<file path="src/rtl/ccdseq_pkg.sv">
package ccdseq_pkg;

  typedef logic [1:0] bw_code_t;

  localparam int NUM_MODES = 4;

  function automatic int ceil_div(input int num, input int den);
    return (num + den - 1) / den;
  endfunction

  // analog settling/acquisition time per bandwidth code, in ns
  function automatic int settle_ns(input int mode);
    case (mode)
      0:       return 40;
      1:       return 80;
      2:       return 150;
      default: return 300;
    endcase
  endfunction

  // maximum pixel rate per bandwidth code, in kHz
  function automatic int rate_khz(input int mode);
    case (mode)
      0:       return 10000;
      1:       return 5000;
      2:       return 3000;
      default: return 1200;
    endcase
  endfunction

  function automatic int settle_cycles(input int mode, input int clk_ns);
    return ceil_div(settle_ns(mode), clk_ns);
  endfunction

  // pixel period in cycles: never shorter than the strobe sequence itself
  function automatic int period_cycles(input int mode, input int clk_ns,
                                       input int blank, input int conv);
    int p;
    int l;
    p = ceil_div(1000000, rate_khz(mode) * clk_ns);
    l = blank + 2 * settle_cycles(mode, clk_ns) + conv;
    return (p > l) ? p : l;
  endfunction

  function automatic int max_period(input int clk_ns, input int blank, input int conv);
    int m;
    m = 0;
    for (int i = 0; i < NUM_MODES; i++) begin
      if (period_cycles(i, clk_ns, blank, conv) > m) m = period_cycles(i, clk_ns, blank, conv);
    end
    return m;
  endfunction

endpackage

</file>
<file path="src/rtl/ccdseq_mode_rom.sv">
module ccdseq_mode_rom
  import ccdseq_pkg::*;
#(
  parameter int CLK_NS    = 10,
  parameter int BLANK_CYC = 1,
  parameter int CONV_CYC  = 1,
  parameter int CNT_W     = 7
) (
  input  bw_code_t           code,
  output logic [CNT_W-1:0]   settle,
  output logic [CNT_W-1:0]   period
);

  logic [CNT_W-1:0] settle_tab [NUM_MODES];
  logic [CNT_W-1:0] period_tab [NUM_MODES];

  for (genvar g = 0; g < NUM_MODES; g++) begin : g_mode
    localparam int S_CYC = settle_cycles(g, CLK_NS);
    localparam int P_CYC = period_cycles(g, CLK_NS, BLANK_CYC, CONV_CYC);
    assign settle_tab[g] = CNT_W'(S_CYC);
    assign period_tab[g] = CNT_W'(P_CYC);
  end

  assign settle = settle_tab[code];
  assign period = period_tab[code];

endmodule

</file>
<file path="src/rtl/ccdseq_period_ctrl.sv">
module ccdseq_period_ctrl
  import ccdseq_pkg::*;
#(
  parameter int CNT_W = 7
) (
  input  logic             clk,
  input  logic             rst_n,
  input  logic             en,
  input  logic             pix_trig,
  input  bw_code_t         bw_mode,
  input  logic [CNT_W-1:0] mode_settle,
  input  logic [CNT_W-1:0] mode_period,
  output bw_code_t         bw_sel,
  output logic             busy_d,
  output logic [CNT_W-1:0] cnt_d,
  output logic [CNT_W-1:0] settle_d,
  output logic             overrun
);

  logic             busy_q;
  logic [CNT_W-1:0] cnt_q;
  logic [CNT_W-1:0] lim_q;
  logic [CNT_W-1:0] settle_q;
  bw_code_t         sel_q;
  logic             ovr_q;

  logic at_lim, trig_v, accept, drop, ending;
  logic [CNT_W-1:0] lim_d;
  bw_code_t         sel_d;

  always_comb begin
    at_lim   = busy_q && (cnt_q == lim_q);
    trig_v   = en && pix_trig;
    accept   = trig_v && (!busy_q || at_lim);
    drop     = trig_v && busy_q && !at_lim;
    ending   = at_lim && !accept;

    busy_d   = accept || (busy_q && !ending);
    if (accept)      cnt_d = CNT_W'(1);
    else if (busy_d) cnt_d = cnt_q + 1'b1;
    else             cnt_d = '0;

    settle_d = accept ? mode_settle : settle_q;
    lim_d    = accept ? mode_period : lim_q;
    sel_d    = ((!busy_q || ending) && !accept) ? bw_mode : sel_q;
  end

  always_ff @(posedge clk or negedge rst_n) begin
    if (!rst_n) begin
      busy_q   <= 1'b0;
      cnt_q    <= '0;
      lim_q    <= '0;
      settle_q <= '0;
      sel_q    <= '0;
      ovr_q    <= 1'b0;
    end else begin
      busy_q   <= busy_d;
      cnt_q    <= cnt_d;
      lim_q    <= lim_d;
      settle_q <= settle_d;
      sel_q    <= sel_d;
      if (drop) ovr_q <= 1'b1;
    end
  end

  assign bw_sel  = sel_q;
  assign overrun = ovr_q;


  cnt_within_period_chk: assert property (@(posedge clk) disable iff (!rst_n)
    busy_q |-> (cnt_q <= lim_q));


  drop_sets_flag_chk: assert property (@(posedge clk) disable iff (!rst_n)
    drop |=> ovr_q);


  flag_sticky_chk: assert property (@(posedge clk) disable iff (!rst_n)
    ovr_q |=> ovr_q);


  drop_keeps_pixel_chk: assert property (@(posedge clk) disable iff (!rst_n)
    drop |=> (busy_q && cnt_q == CNT_W'($past(cnt_q) + 1'b1)));


  disabled_stays_idle_chk: assert property (@(posedge clk) disable iff (!rst_n)
    (!en && !busy_q) |=> !busy_q);


  sel_frozen_in_period_chk: assert property (@(posedge clk) disable iff (!rst_n)
    (busy_q && !at_lim) |=> $stable(sel_q));

endmodule

</file>
<file path="src/rtl/ccdseq_strobe_gen.sv">
module ccdseq_strobe_gen #(
  parameter int BLANK_CYC = 1,
  parameter int CONV_CYC  = 1,
  parameter int CNT_W     = 7
) (
  input  logic             clk,
  input  logic             rst_n,
  input  logic             busy_d,
  input  logic [CNT_W-1:0] cnt_d,
  input  logic [CNT_W-1:0] settle_d,
  output logic             ref_hold,
  output logic             start_conv
);

  localparam int EW = CNT_W + 2;

  logic [EW-1:0] c_x, s_x, acq_lo, acq_hi, conv_lo, conv_hi;
  logic          in_acq, in_conv;

  always_comb begin
    c_x     = EW'(cnt_d);
    s_x     = EW'(settle_d);
    acq_lo  = EW'(BLANK_CYC) + 1'b1;
    acq_hi  = EW'(BLANK_CYC) + s_x;
    conv_lo = acq_hi + s_x + 1'b1;
    conv_hi = acq_hi + s_x + EW'(CONV_CYC);
    in_acq  = busy_d && (c_x >= acq_lo) && (c_x <= acq_hi);
    in_conv = busy_d && (c_x >= conv_lo) && (c_x <= conv_hi);
  end

  logic             hold_q, conv_q;
  logic [CNT_W-1:0] settle_r, low_run, high_run;

  always_ff @(posedge clk or negedge rst_n) begin
    if (!rst_n) begin
      hold_q   <= 1'b1;
      conv_q   <= 1'b0;
      settle_r <= '0;
      low_run  <= '0;
      high_run <= '0;
    end else begin
      hold_q   <= !in_acq;
      conv_q   <= in_conv;
      settle_r <= settle_d;
      low_run  <= hold_q ? '0 : low_run + 1'b1;
      if (!hold_q)        high_run <= '0;
      else if (~&high_run) high_run <= high_run + 1'b1;
    end
  end

  assign ref_hold   = hold_q;
  assign start_conv = conv_q;


  conv_inside_hold_chk: assert property (@(posedge clk) disable iff (!rst_n)
    conv_q |-> hold_q);


  conv_one_cycle_chk: assert property (@(posedge clk) disable iff (!rst_n)
    (CONV_CYC == 1 && conv_q) |=> !conv_q);


  conv_after_settle_chk: assert property (@(posedge clk) disable iff (!rst_n)
    $rose(conv_q) |-> (high_run >= settle_r));


  acq_window_len_chk: assert property (@(posedge clk) disable iff (!rst_n)
    $rose(hold_q) |-> (low_run == settle_r));

endmodule

</file>
<file path="src/rtl/ccd_cds_sequencer.sv">
module ccd_cds_sequencer
  import ccdseq_pkg::*;
#(
  parameter int CLK_NS    = 10,
  parameter int BLANK_CYC = 1,
  parameter int CONV_CYC  = 1
) (
  input  logic       clk,
  input  logic       rst_n,
  input  logic       en,
  input  logic       pix_trig,
  input  logic [1:0] bw_mode,
  output logic       ref_hold,
  output logic       start_conv,
  output logic [1:0] bw_sel,
  output logic       overrun
);

  localparam int MAX_P = max_period(CLK_NS, BLANK_CYC, CONV_CYC);
  localparam int CNT_W = $clog2(MAX_P + 1);

  bw_code_t         sel_w;
  logic [CNT_W-1:0] mode_settle, mode_period, cnt_d, settle_d;
  logic             busy_d;

  ccdseq_mode_rom #(
    .CLK_NS(CLK_NS), .BLANK_CYC(BLANK_CYC), .CONV_CYC(CONV_CYC), .CNT_W(CNT_W)
  ) u_rom (
    .code   (sel_w),
    .settle (mode_settle),
    .period (mode_period)
  );

  ccdseq_period_ctrl #(.CNT_W(CNT_W)) u_ctrl (
    .clk         (clk),
    .rst_n       (rst_n),
    .en          (en),
    .pix_trig    (pix_trig),
    .bw_mode     (bw_mode),
    .mode_settle (mode_settle),
    .mode_period (mode_period),
    .bw_sel      (sel_w),
    .busy_d      (busy_d),
    .cnt_d       (cnt_d),
    .settle_d    (settle_d),
    .overrun     (overrun)
  );

  ccdseq_strobe_gen #(
    .BLANK_CYC(BLANK_CYC), .CONV_CYC(CONV_CYC), .CNT_W(CNT_W)
  ) u_strobe (
    .clk        (clk),
    .rst_n      (rst_n),
    .busy_d     (busy_d),
    .cnt_d      (cnt_d),
    .settle_d   (settle_d),
    .ref_hold   (ref_hold),
    .start_conv (start_conv)
  );

  assign bw_sel = sel_w;

endmodule

</file>
<file path="config.mk">
export PLATFORM = sky130hd
export DESIGN_NAME = ccd_cds_sequencer
export DESIGN_NICKNAME = d
export VERILOG_FILES = /design/src/rtl/ccdseq_pkg.sv /design/src/rtl/ccdseq_mode_rom.sv /design/src/rtl/ccdseq_period_ctrl.sv /design/src/rtl/ccdseq_strobe_gen.sv /design/src/rtl/ccd_cds_sequencer.sv
export SDC_FILE = /design/constraint.sdc
export NUM_CORES = 1
export LEC_CHECK = 0
export ABC_AREA = 1
export BUFFER_PORTS_ARGS = -buffer_cell sky130_fd_sc_hd__buf_2
export CAP_MARGIN = 20
export CORE_MARGIN = 4
export CORE_UTILIZATION = 55
export DETAILED_ROUTE_END_ITERATION = 12
export GPL_ROUTABILITY_DRIVEN = 0
export PLACE_DENSITY = 0.87
export SYNTH_ARGS = -nofsm -noshare
export SYNTH_HDL_FRONTEND = slang
export SYNTH_SLANG_ARGS = --single-unit
</file>
<file path="constraint.sdc">
create_clock -name clk -period 2.72 [get_ports clk]
set_input_delay 0.272 -clock clk [delete_from_list [all_inputs] [get_ports clk]]
set_output_delay 0.272 -clock clk [all_outputs]
set_load 0.05 [all_outputs]
</file>
-- Yosys cells after proc, flatten, opt, wreduce, memory -nomap -nowiden
Index checks and enable logic that the tools add are counted.
- register bits after elaboration: 27
- bits in latches: 0
- memory bits (writable): 0
- bits in read-only memories: 0
- input port bits: 6
- output and inout port bits: 5
- word-level logic and storage cells: 48
- memories kept: 0
- add/sub/neg operators: 4
- $mul: 0
- div/mod/pow operators: 0
- magnitude comparators: 5
- eq/ne operators: 1
- shift-type cells: 0
- multiplexer cells: 9
- bitwise operators: 1
- reduce and logical (&&, ||, !) cells: 20
- operator list (cell ; count):
    2-to-1 mux 7 bit ; 7
    binary-select mux 7 bit (select 2 bit) ; 2
    less-or-equal comparator 7 x 9 -> 1 bit ; 2
    logical AND 1 bit ; 12
    adder 9 x 1 -> 9 bit, second input constant ; 1
    adder 9 x 7 -> 9 bit ; 1
    greater-or-equal comparator 7 x 9 -> 1 bit ; 1
    adder 1 x 7 -> 8 bit, first input constant ; 1
    adder 7 x 1 -> 7 bit, second input constant ; 1
    == test 7 bit ; 1
    greater-or-equal comparator 7 x 2 -> 1 bit, second input constant ; 1
    zero test 1 bit ; 5
    greater-or-equal comparator 3 bit, second input constant ; 1
    logical OR 1 bit ; 3
    NOT 2 -> 3 bit ; 1

-- Depth between registers and ports, before layout
Gate-level depths: netlist of run 1.
- depth after elaboration: 15
- mapped depth: 25
- mapped depth without buffers: 25

-- By module
Synthesis of run 1 repeated with hierarchy kept, for this count alone.
- cell total of the unflattened synthesis: 297
- area total of the unflattened synthesis: 2118.3 um2
- by module, submodules not included (module ; instances ; cells each ; area an instance (um2) ; seq. area each (um2)):
    ccdseq_period_ctrl ; 1 ; 148 ; 1196.1 ; 625.6
    ccdseq_strobe_gen ; 1 ; 132 ; 828.3 ; 51.3
    ccdseq_mode_rom ; 1 ; 17 ; 93.8 ; 0.0

-- Worst setup path after synthesis of run 1
Ideal clock, no wire load.
- path kind: flip-flop to flip-flop
- start: register u_ctrl.sel_q[1], in the netlist u_ctrl.bw_sel[1]
- end: register u_strobe.hold_q, in the netlist u_strobe.ref_hold
- library setup time: 0.105 ns
- data arrival time: 2.852 ns
- required time: 2.615 ns
- slack: -0.238 ns
- stages on the path, launching flop included: 16
- cells stage by stage: dfrtp_1 inv_1 nor2_1 nand3_1 nand2_2 ha_1 nand3_2 nor2_8 nand3_2 ha_1 ha_1 nand2_1 nor2_1 a22oi_1 nand2_1 o41ai_1
- longest elaborated chain between the ends: 9
- ends and longest elaborated chain (element ; line ; RTL):
    start: declaration ; ccdseq_period_ctrl.sv:24 ; bw_code_t sel_q;
    start signal: assignment ; ccdseq_period_ctrl.sv:61 ; sel_q <= sel_d;
    NOT 2 -> 3 bit (implied by the code) ; ccdseq_mode_rom.sv:24 ; assign settle = settle_tab[code];
    binary-select mux 7 bit (select 2 bit) ; ccdseq_mode_rom.sv:24 ;
    2-to-1 mux 7 bit (implied by the code) (2 in a row) ; ccdseq_mode_rom.sv:24 ;
    2-to-1 mux 7 bit ; ccdseq_period_ctrl.sv:43 ; settle_d = accept ? mode_settle : settle_q;
    net settle_d[0] ; ccd_cds_sequencer.sv:23 ; logic [CNT_W-1:0] mode_settle, mode_period, cnt_d, settle_d;
    adder 1 x 7 -> 8 bit ; ccdseq_strobe_gen.sv:24 ; acq_hi = EW'(BLANK_CYC) + s_x;
    less-or-equal comparator 7 x 9 -> 1 bit ; ccdseq_strobe_gen.sv:27 ; in_acq = busy_d && (c_x >= acq_lo) && (c_x <= acq_hi);
    logical AND 1 bit ; ccdseq_strobe_gen.sv:27 ;
    zero test 1 bit ; ccdseq_strobe_gen.sv:42 ; hold_q <= !in_acq;
    end signal: assignment ; ccdseq_strobe_gen.sv:42 ;
    end: declaration ; ccdseq_strobe_gen.sv:31 ; logic hold_q, conv_q;
The timed path passes the listed nets, and every way through them passes these cells. The select of a mux whose other input is x is not followed.
A chain may end at the register's enable or synchronous reset.

-- Worst setup path in the final report of run 1
- start: register u_ctrl.cnt_q[2]
- end: register u_strobe.conv_q, in the netlist u_strobe.start_conv
- RTL lines (element ; line ; RTL):
    start: declaration ; ccdseq_period_ctrl.sv:21 ; logic [CNT_W-1:0] cnt_q;
    start signal: assignment ; ccdseq_period_ctrl.sv:58 ; cnt_q <= cnt_d;
    == test 7 bit * ; ccdseq_period_ctrl.sv:32 ; at_lim = busy_q && (cnt_q == lim_q);
    logical AND 1 bit * ; ccdseq_period_ctrl.sv:32 ;
    logical OR 1 bit * ; ccdseq_period_ctrl.sv:34 ; accept = trig_v && (!busy_q || at_lim);
    logical AND 1 bit * ; ccdseq_period_ctrl.sv:34 ;
    2-to-1 mux 7 bit * ; ccdseq_period_ctrl.sv:43 ;
    net settle_d[1] ; ccd_cds_sequencer.sv:23 ;
    adder 1 x 7 -> 8 bit ; ccdseq_strobe_gen.sv:24 ;
    adder 9 x 7 -> 9 bit * ; ccdseq_strobe_gen.sv:25, ccdseq_strobe_gen.sv:26 ;
    adder 9 x 1 -> 9 bit * ; ccdseq_strobe_gen.sv:25, ccdseq_strobe_gen.sv:26 ;
    greater-or-equal comparator 7 x 9 -> 1 bit ; ccdseq_strobe_gen.sv:28 ; in_conv = busy_d && (c_x >= conv_lo) && (c_x <= conv_hi);
    logical AND 1 bit ; ccdseq_strobe_gen.sv:28 ;
    logical AND 1 bit * ; ccdseq_strobe_gen.sv:28 ;
    net u_strobe.in_conv ; ccdseq_strobe_gen.sv:18 ; logic in_acq, in_conv;
    end signal: assignment ; ccdseq_strobe_gen.sv:43 ; conv_q <= in_conv;
    end: declaration ; ccdseq_strobe_gen.sv:31 ;
Mark *: on every way through the listed nets, which the timed path passes. The rest lies on a longest branch.

==> run_results.csv, run 1 <==
group,metric,value,unit
status,status,"finished, violations left",
status,violations,"setup timing",
worst_setup_path,cp_slowest_cell,"dfrtp_1",
worst_setup_path,cp_data_required_time,2.97,ns
finish,final_layout_size_suffix_gt1_frac,0.4367,
sta,hold_violations,0,
synth,syn_area,0.001953,mm2
clocking,cts_tree,"built",
finish,finalNetCount,339,
worst_setup_path,end_kind,"flop",
clocking,cts_made_buffers,3,
finish,final_area,0.002765,mm2
place,postPlaceCellArea,0.002307,mm2
place,hpwl,3569,um
worst_setup_path,path_buf_inv,2,
worst_setup_path,crit_chain,"nand2_1 > nand3_1 > nor2_2 > nand2_2 > nand2_8 > nand2_8 > nand2_4 > nand2_4 > buf_4 > ha_4 > inv_1 > nor2_1 > nor3_2 > nand2_1 > nor2_1 > nand2_1 > nor2_1 > nand2_1 > nor2_2 > nand3_2 > nor2_1",
finish,fin_cells,362,
synth,synthTopCellsByArea,"dfrtp_1 (31%), nand2_1 (12%), ha_1 (10%)",
global_route,grt_pass1_vias,2083,
synth,synthCells,258,
synth,synth_edf_count,0,
synth,synth_most_common_cell,"nand2_1",
worst_setup_path,crit_path_max_incr_delay,0.45,ns
worst_setup_path,crit_fanout,7,
power,p_leak,1.356,nW
power,ir_worst_vdd,0.1537,mV
finish,diodes,0,
place,dp_cells,341,
clocking,clock-sinks,25,
sta,slew_headroom,0.4921,
routing,first_pass_iters,8,
worst_setup_path,criticalPathCategory,"flop to flop",
routing,drc_errors,0,
routing,num_vias,2222,
finish,area_growth,41.58,%
synth,synth_common_cells,"nand2_1 (62), inv_1 (39), nand3_1 (27)",
clocking,cts_max_level,1,
routing,totalWireLength,7235,um
sta,fin_ws,-0.4170,ns
global_route,antenna_found_initial,0,
synth,async_reset_ff_frac,1.000,
sta,timing.fmax,318.8,MHz
sta,setup_violations,2,
global_route,grt_overflow_total,0,
synth,syn_area_per_cell,7.570,um2
global_route,grt_max_degree,26,
synth,syn-num-nets,280,
synth,ys_ff_latch,25,
clocking,clk-insertion-delay-late,0.33,ns
routing,routedWlPerCell,19.99,um
floorplanning,coreArea,0.003390,mm2
synth,synth.top_cell.area_share,0.3075,
synth,yosysWarnings,0,
floorplanning,dieArea,0.004568,mm2
clocking,ctsLongestPathBuffers,2,
sta,worst_pin_slew,0.7590,ns
sta,fin_hold_ws,0.1981,ns
floorplanning,die_h,67.59,um
routing,drt_iter0_drc,230,
sta,fin_tns_setup,-0.7174,ns
sta,finClkSkew,0.01484,ns
power,pwr_density_cell,206.1,mW/mm2
floorplanning,io_pins,11,
worst_setup_path,worstSetupStartpointType,"flop",
global_route,grt_first_pass_wirelength,9584,um
sta,period_share,1.153,
synth,synth.distinct_cells,32,
worst_setup_path,crit_family,"simple AND/OR/NAND/NOR gates",
sta,period_minus_slack,3.137,ns
global_route,grt_usage,0.2826,
floorplanning,rows,21,
synth,synth_top_area_cell,"dfrtp_1",
floorplanning,die_w,67.59,um
job,maxCapViolCount,0,
sta,rsz0062_at_grt,"true",
hold_path,hold_class,"primary input to flop",
routing,final_antenna_net_count,0,
synth,ys_seq_area_frac,0.3209,
sta,slew_violations,0,
floorplanning,initial_core_util,0.5762,
clocking,cts_root_buffer,"clkbuf_4",
place,port_buffers,10,
worst_setup_path,worstPathArrival,3.39,ns
routing,via_per_inst,6.138,
clocking,clkSlewWorstSetupHoldPaths,0.16,ns
synth,synth_ff_type,"dfrtp_1",
==> report_power, final <==
part	switching (mW)	internal, mW	leakage (nW)
registers	0.0000000117	0.372	0.289
clock network	0.125	0.0552	0.0177
logic	0.0137	0.00464	1.05
total	0.138	0.432	1.36
==> logic make-up after synthesis <==
family,after synthesis,synth area share
simple gates,146,0.3856
buf+inv,45,0.09609
flops,25,0.3210
compound gates,18,0.05381
fa+ha+maj,16,0.1025
xor+xnor,7,0.03524
mux,1,0.005765
==> metrics by stage <==
| step | util | total power, mW | setup slack (ns) |
|---|---|---|---|
| after floorplan | - | 0.3816 | 0.004115 |
| after global placement | 0.6807 | 0.3936 | -0.01774 |
| after detailed placement | 0.6807 | 0.3941 | -0.1466 |
| after CTS | 0.7793 | 0.5655 | -0.1009 |
| after global routing | 0.8158 | 0.5890 | -0.5121 |
| final | 0.8158 | 0.5700 | -0.4170 |
==> layout make-up <==
class,instances,area (um2)
Tap cell,46,57.56
Clock inverter,1,5.005
Sequential cell,25,628.1
Fill cell,182,624.3
Clock buffer,3,22.52
Inverter,42,162.7
Timing Repair Buffer,57,420.4
Multi-Input combinational cell,188,1469
==> cell usage in the layout (no fill, tap or decap), types with 5 or more instances in the layout <==
master,synthesis,routed
ha_1,16,6
nor2_2,1,6
nand2_2,12,13
nand3_2,6,9
a21oi_1,7,6
buf_4,1,42
buf_2,0,10
nand3_4,1,5
nor2_1,23,18
dfrtp_1,24,23
nand3_1,27,20
nand2_1,62,54
ha_4,0,10
inv_1,39,31
inv_2,3,9
nand2_4,5,9
==> worst register-to-register path: stages (launching register included) <==
cell	delay [ns]
dfrtp_1	0.45
nand2_1	0.10
nand3_1	0.09
nor2_2	0.13
nand2_2	0.10
nand2_8	0.13
nand2_8	0.10
nand2_4	0.11
nand2_4	0.08
buf_4	0.17
ha_4	0.24
inv_1	0.10
nor2_1	0.07
nor3_2	0.27
nand2_1	0.15
nor2_1	0.13
nand2_1	0.06
nor2_1	0.15
nand2_1	0.11
nor2_2	0.10
nand3_2	0.09
nor2_1	0.16
==> worst paths after layout <==
kind,from,end,slack (ns),cells past startpoint
max,u_ctrl.cnt_q[2],u_strobe.start_conv,-0.42,21
min,bw_mode[0],u_ctrl.bw_sel[0],0.20,2
max reg2reg,u_ctrl.cnt_q[2],u_strobe.start_conv,-0.42,21
min reg2reg,u_ctrl.overrun,u_ctrl.overrun,0.49,1
max in group asynchronous,rst_n,u_ctrl.bw_sel[1],1.85,2
min in group asynchronous,rst_n,u_ctrl.lim_q[4],0.46,2
==> registers in the layout, indices dropped and copies added, names as in the netlist <==
signal,flops
u_ctrl.overrun,1
u_strobe.start_conv,1
u_ctrl.lim_q,5
u_ctrl.bw_sel,2
u_ctrl.busy_q,1
u_ctrl.cnt_q,7
u_strobe.ref_hold,1
u_ctrl.settle_q,7
==> what timing repair did <==
item | CTS | global route
cloned | 0 | 0
endpoints found under the setup margin | 2 | 2
pin swaps | 18 | 32
gates resized for setup | 32 | 29
hold endpoints to repair | 24 | 0
hold buffers | 1 | 0
buffers inserted | 12 | 5
==> metal layers <==
metal	vias to the layer above	routed length, um	part of all wire	global-route usage
met1	998	2497	0.35	0.3113
met4	0	666	0.092	0.1595
met3	80	743	0.10	0.04825
li1	938	-	-	-
met2	206	3328	0.46	0.5067
met5	-	0	0	0
No activity file was read; power rests on OpenSTA's default activity.
==> run 2, diff against run 1 <==
ABC_AREA = not set   (was 1)
CORE_ASPECT_RATIO = 0.5   (was not set)
CORE_UTILIZATION = 54   (was 55)
PLACE_DENSITY = 0.86   (was 0.87)
==> run_results.csv, run 2 <==
group,metric,value,unit
power,power_frac_seq,0.201,
routing,via_per_inst,7.076,
routing,first_pass_iters,8,
sta,finClkSkew,0.002750,ns
place,hpwl,3849,um
finish,reg_top3,"u_ctrl.cnt_q x7, u_ctrl.settle_q x7, u_ctrl.lim_q x5",
synth,yosysWarnings,0,
finish,diodes,0,
routing,drc_errors,0,
place,port_buffers,10,
finish,final_layout_size_suffix_gt1_frac,0.4741,
finish,final_area,0.002643,mm2
sta,hold_violations,0,
worst_setup_path,worstPathArrival,3.66,ns
synth,synth_edf_count,0,
sta,period_minus_slack,3.457,ns
finish,n_fill_cell,121,
place,postPlaceCellArea,0.002232,mm2
worst_setup_path,path_buf_inv,2,
power,pwr_density_cell,1299,mW/mm2
global_route,grt_pass1_vias,1975,
finish,multi_input_area,0.001405,mm2
global_route,grt_overflow_total,0,
routing,routedWlPerCell,26.37,um
sta,slew_violations,0,
job,maxCapViolCount,0,
synth,synth_top_area_cell,"dfrtp_1",
synth,ys_ff_latch,25,
synth,ys_seq_area_frac,0.3467,
worst_setup_path,worstSetupStartpointType,"flop",
power,p_leak,1.214,nW
worst_setup_path,rrSetupSlack,-0.74,ns
clocking,cts_root_buffer,"clkbuf_8",
routing,totalWireLength,7675,um
finish,layout_commonest_cell,"buf_4",
sta,fin_ws,-0.7366,ns
finish,regArea,628.1,um2
clocking,ctsLongestPathBuffers,2,
sta,fin_tns_setup,-1.441,ns
hold_path,hold_class,"primary input to flop",
worst_setup_path,crit_path_max_incr_delay,0.47,ns
power,p_int,1.735,mW
power,p_sw,1.698,mW
power,p_comb_frac,0.728,
power,ir_worst_vdd,0.6293,mV
global_route,grt_first_pass_wirelength,10210,um
worst_setup_path,worstReg2RegEnd,"u_strobe.start_conv",
sta,rsz0062_at_grt,"true",
clocking,clock-sinks,25,
synth,syn_area_per_cell,9.566,um2
synth,async_reset_ff_frac,1.000,
power,swShare,0.4946,
finish,layout_common_cells,"buf_4 (46), dfrtp_1 (23), nand2_1 (16), nor2_1 (14), xnor2_1 (14)",
synth,synth_ff_type,"dfrtp_1",
sta,worst_pin_slew,0.7363,ns
place,post-place-ws,-0.6679,ns
global_route,antenna_found_initial,0,
clocking,cts_max_level,1,
worst_setup_path,criticalPathCategory,"flop to flop",
floorplanning,io_pins,11,
finish,fin_cells,291,
floorplanning,coreArea,0.003100,mm2
status,status,"finished, violations left",
floorplanning,die_h,48.92,um
floorplanning,dieArea,0.004394,mm2
synth,synth_most_common_cell,"dfrtp_1",
finish,area_growth,46.16,%
routing,drt_iter0_drc,243,
worst_setup_path,end_kind,"flop",
worst_setup_path,crit_path_end,"u_strobe.start_conv",
clocking,cts_tree,"built",
routing,final_antenna_net_count,0,
synth,syn_area,0.001808,mm2
floorplanning,die_w,89.83,um
finish,finalNetCount,274,
floorplanning,rows,14,
status,violations,"setup timing",
global_route,grt_usage,0.2969,
sta,setup_violations,2,
synth,synth.distinct_cells,50,
worst_setup_path,crit_cells,16,
floorplanning,initial_core_util,0.5831,
synth,syn-num-nets,211,
worst_setup_path,worstRegToRegCells,16,
clocking,clk-insertion-delay-late,0.29,ns
sta,timing.fmax,289.3,MHz
worst_setup_path,cp_data_required_time,2.92,ns
power,power_frac_clock,0.071,
worst_setup_path,startpoint,"u_ctrl.cnt_q[1]",
sta,slew_headroom,0.5091,
synth,synthTopCellsByArea,"dfrtp_1 (33%), ha_1 (11%), xnor2_1 (7.3%)",
routing,num_vias,2059,
synth,synthCells,189,
synth,synth_common_cells,"dfrtp_1 (24), ha_1 (16), nand2_1 (16), nor2_1 (16), xnor2_1 (15)",
worst_setup_path,crit_fanout,7,
place,dp_cells,276,
worst_setup_path,crit_family,"compound AO/OA/AOI/OAI gates",
clocking,cts_made_buffers,3,
synth,synth.top_cell.area_share,0.3322,
worst_setup_path,crit_chain,"xnor2_2 > o2111a_2 > a21oi_4 > nor3_4 > a21oi_4 > inv_2 > buf_4 > ha_1 > nor2b_2 > a31oi_4 > mux2i_1 > a211oi_2 > o21ai_2 > xor2_1 > mux2i_1 > nor3_2",
clocking,clkSlewWorstSetupHoldPaths,0.10,ns
global_route,grt_max_degree,26,
finish,final_core_util,0.8523,
sta,period_share,1.271,
worst_setup_path,cp_slowest_cell,"dfrtp_2",
worst_setup_path,r2r-start,"u_ctrl.cnt_q[1]",
-- run 2: kinds of logic (layout without fill, tap and decap cells) --
kind of cell / Yosys count / count (layout) / share of synthesized area
AOI/OAI and AO/OA: 38 / 38 / 0.1626
xor gates and xnor gates: 22 / 22 / 0.1107
adders and majority gates: 16 / 16 / 0.1107
buffers and inverters: 15 / 77 / 0.03806
DFF: 25 / 25 / 0.3467
muxes: 11 / 11 / 0.06436
and+or+nand+nor: 62 / 62 / 0.1668
-- run 2: worst min-delay path by stage --
stage	from	endpoint	slack, ns	cells past startpoint
6_report	bw_mode[0]	u_ctrl.bw_sel[0]	0.22	2
3_5_place_dp	rst_n	u_ctrl.settle_q[3]	0.30	1
3_3_place_gp	rst_n	u_ctrl.settle_q[3]	0.29	1
5_1_grt	bw_mode[0]	u_ctrl.bw_sel[0]	0.24	2
2_1_floorplan	rst_n	u_ctrl.busy_q	-0.02	0
4_1_cts	bw_mode[0]	u_ctrl.bw_sel[0]	0.23	2
-- run 2: worst register-to-register path, delay by kind of cell, from the launching register on --
| kind | cells | cell delay (ns) |
|---|---|---|
| AOI/OAI and AO/OA | 6 | 1.33 |
| xor gates and xnor gates | 2 | 0.36 |
| adders and majority gates | 1 | 0.19 |
| buffers and inverters | 2 | 0.22 |
| DFF | 1 | 0.47 |
| muxes | 2 | 0.26 |
| and+or+nand+nor | 3 | 0.55 |
-- run 2: area by class of cell --
cell class | count | area share
Clock buffer | 3 | 0.01563
Inverter | 10 | 0.01420
Multi-Input combinational cell | 149 | 0.5317
Tap cell | 40 | 0.01894
Timing Repair Buffer | 63 | 0.1790
Sequential cell | 25 | 0.2377
Clock inverter | 1 | 0.002841
-- run 2: power by group through the flow --
stage                     combinational, mW  sequential [mW]  clock, mW
after floorplan                       0.979            0.679          0
after global placement                 1.55            0.620          0
after detailed placement               1.65            0.632          0
after CTS                              1.88            0.641      0.238
after global routing                   2.59            0.689      0.251
final                                  2.50            0.691      0.244
-- run 2: metrics by stage --
step	hold slack (ns)	total power [mW]
5_1_grt	0.2397	3.529
4_1_cts	0.2258	2.761
3_3_place_gp	0.2933	2.174
6_report	0.2219	3.432
2_1_floorplan	-0.02359	1.658
3_5_place_dp	0.3007	2.284
-- run 2: layer usage --
| layer | global-route usage | share of wire |
|---|---|---|
| met2 | 0.5249 | 0.42 |
| met1 | 0.3429 | 0.35 |
| met3 | 0.06780 | 0.14 |
| met4 | 0.1501 | 0.096 |
| met5 | 0 | 0 |
-- run 2: timing repair --
action,in CTS,in global routing
setup buffers,5,6
hold endpoints to repair,10,0
pin swaps,21,19
hold buffers,1,0
gates resized for setup,22,28
endpoints found under the setup margin,2,2
==> run 3, diff against run 2 <==
REMOVE_ABC_BUFFERS = 1   (was not set)
==> run_results.csv, run 3 (synthesized netlist as in run 2, its figures left out) <==
group,metric,value,unit
clocking,ctsLongestPathBuffers,2,
status,status,"finished, violations left",
sta,slew_headroom,0.5830,
global_route,grt_pass1_vias,2080,
sta,finClkSkew,0.01333,ns
hold_path,min-delay-start,"bw_mode[0]",
power,pwr_density_cell,1295,mW/mm2
global_route,grt_first_pass_wirelength,11020,um
worst_setup_path,cp_slowest_cell,"dfrtp_2",
finish,layout_commonest_cell,"buf_4",
worst_setup_path,worstSetupStartpointType,"flop",
hold_path,min_path_cells,2,
place,hpwl,4031,um
floorplanning,initial_core_util,0.5831,
clocking,cts_made_buffers,3,
sta,fin_ws,-0.9321,ns
worst_setup_path,rrSetupSlack,-0.93,ns
finish,finalNetCount,282,
sta,hold_violations,0,
finish,final_layout_size_suffix_gt1_frac,0.4633,
job,maxCapViolCount,0,
worst_setup_path,crit_fanout,6,
sta,fin_tns_setup,-1.810,ns
worst_setup_path,crit_chain,"nor2_1 > o2111a_2 > a21oi_4 > buf_6 > buf_6 > a21oi_4 > inv_2 > ha_4 > and3_4 > nand3_2 > ha_4 > nand3_1 > o31ai_1 > a22o_1 > a32oi_1 > xnor2_1 > o2111ai_1 > nor3_2",
status,violations,"setup timing",
worst_setup_path,criticalPathCategory,"flop to flop",
finish,area_growth,46.09,%
power,p_int,1.756,mW
hold_path,hold_class,"primary input to flop",
worst_setup_path,worstRegToRegCells,18,
global_route,grt_max_degree,26,
clocking,clk-insertion-delay-late,0.29,ns
worst_setup_path,cp_data_required_time,2.93,ns
power,p_comb_frac,0.731,
worst_setup_path,worstReg2RegEnd,"u_strobe.start_conv",
floorplanning,die_h,48.92,um
global_route,grt_usage,0.3195,
power,power_frac_clock,0.072,
worst_setup_path,worstPathArrival,3.87,ns
place,dp_cells,284,
worst_setup_path,crit_path_max_incr_delay,0.47,ns
worst_setup_path,crit_cells,18,
power,power_frac_seq,0.197,
finish,diodes,0,
sta,timing.fmax,273.8,MHz
power,power,3.420,mW
sta,period_minus_slack,3.652,ns
worst_setup_path,crit_family,"compound AO/OA/AOI/OAI gates",
finish,reg_top3,"u_ctrl.cnt_q x7, u_ctrl.settle_q x7, u_ctrl.lim_q x5",
sta,period_share,1.343,
worst_setup_path,r2r-start,"u_ctrl.cnt_q[4]",
power,p_leak,1.242,nW
floorplanning,rows,14,
worst_setup_path,end_kind,"flop",
finish,final_core_util,0.8519,
routing,via_per_inst,7.134,
power,ir_worst_vdd,0.8788,mV
place,port_buffers,10,
routing,drc_errors,0,
finish,layout_common_cells,"buf_4 (55), dfrtp_1 (23), nand2_1 (16), xnor2_1 (15), nor2_1 (14)",
floorplanning,coreArea,0.003100,mm2
clocking,cts_max_level,1,
hold_path,min_to,"u_ctrl.bw_sel[0]",
routing,num_vias,2133,
power,p_sw,1.664,mW
routing,totalWireLength,8013,um
clocking,cts_root_buffer,"clkbuf_8",
global_route,antenna_found_initial,0,
sta,worst_pin_slew,0.6254,ns
routing,final_antenna_net_count,0,
floorplanning,io_pins,11,
floorplanning,dieArea,0.004394,mm2
routing,routedWlPerCell,26.80,um
floorplanning,die_w,89.83,um
sta,rsz0062_at_grt,"true",
global_route,grt_overflow_total,0,
clocking,clock-sinks,25,
sta,setup_violations,2,
sta,slew_violations,0,
routing,first_pass_iters,7,
place,post-place-ws,-0.8686,ns
finish,fin_cells,299,
clocking,clkSlewWorstSetupHoldPaths,0.11,ns
routing,drt_iter0_drc,349,
power,swShare,0.4866,
clocking,cts_tree,"built",
worst_setup_path,path_buf_inv,3,
run 3: cell count changes in the layout (fill, tap and decap cells not counted), sizes merged:
| cell | previous run | this run |
|---|---|---|
| buf | 62 | 70 |
run 3: stage by stage:
stage               cell area (um2)  hold WS (ns)
floorplan                      1777      -0.02359
global placement               2252        0.2946
detailed placement             2252        0.3151
CTS                            2519        0.2140
global route                   2641        0.2148
finish                         2641        0.2249
run 3: how the worst max path moves through the flow:
stage,start,endpoint,slack [ns]
global route,u_ctrl.cnt_q[5],u_strobe.start_conv,-1.12
finish,u_ctrl.cnt_q[4],u_strobe.start_conv,-0.93
detailed placement,u_ctrl.cnt_q[4],u_strobe.start_conv,-0.87
CTS,u_ctrl.lim_q[4],u_strobe.ref_hold,-0.58
floorplan,u_ctrl.cnt_q[4],u_strobe.start_conv,-0.78
global placement,u_ctrl.lim_q[4],u_strobe.start_conv,-0.67
run 3: power groups by stage:
stage / clock network (mW) / logic, mW / registers, mW
2_1_floorplan: 0 / 0.893 / 0.716
3_3_place_gp: 0 / 1.67 / 0.611
3_5_place_dp: 0 / 1.77 / 0.618
4_1_cts: 0.248 / 2.02 / 0.638
5_1_grt: 0.272 / 2.53 / 0.682
6_report: 0.247 / 2.50 / 0.674
run 3: repair_timing:
item                                   4_1_cts  5_1_grt
endpoints found under the hold margin       17        0
resized for setup                           35       15
pin swaps                                   14       18
setup endpoints to repair                    2        2
buffers inserted                             4        6
hold buffers                                 1        0
run 3: cell type report:
cell class                 count  area (um2)
multi-input combinational    149        1348
clock inverter                 1       7.507
inverter                      10       37.54
timing repair buffer          71       529.3
clock buffer                   3       41.29
sequential                    25       628.1
tap                           40       50.05
fill                         123       459.2
run 3: metal layers:
metal	vias up	global-route usage	share of wire
met5	-	0	0
met4	0	0.2163	0.082
met3	85	0.06780	0.14
met2	265	0.5062	0.42
met1	971	0.3962	0.35
li1	812	-	-
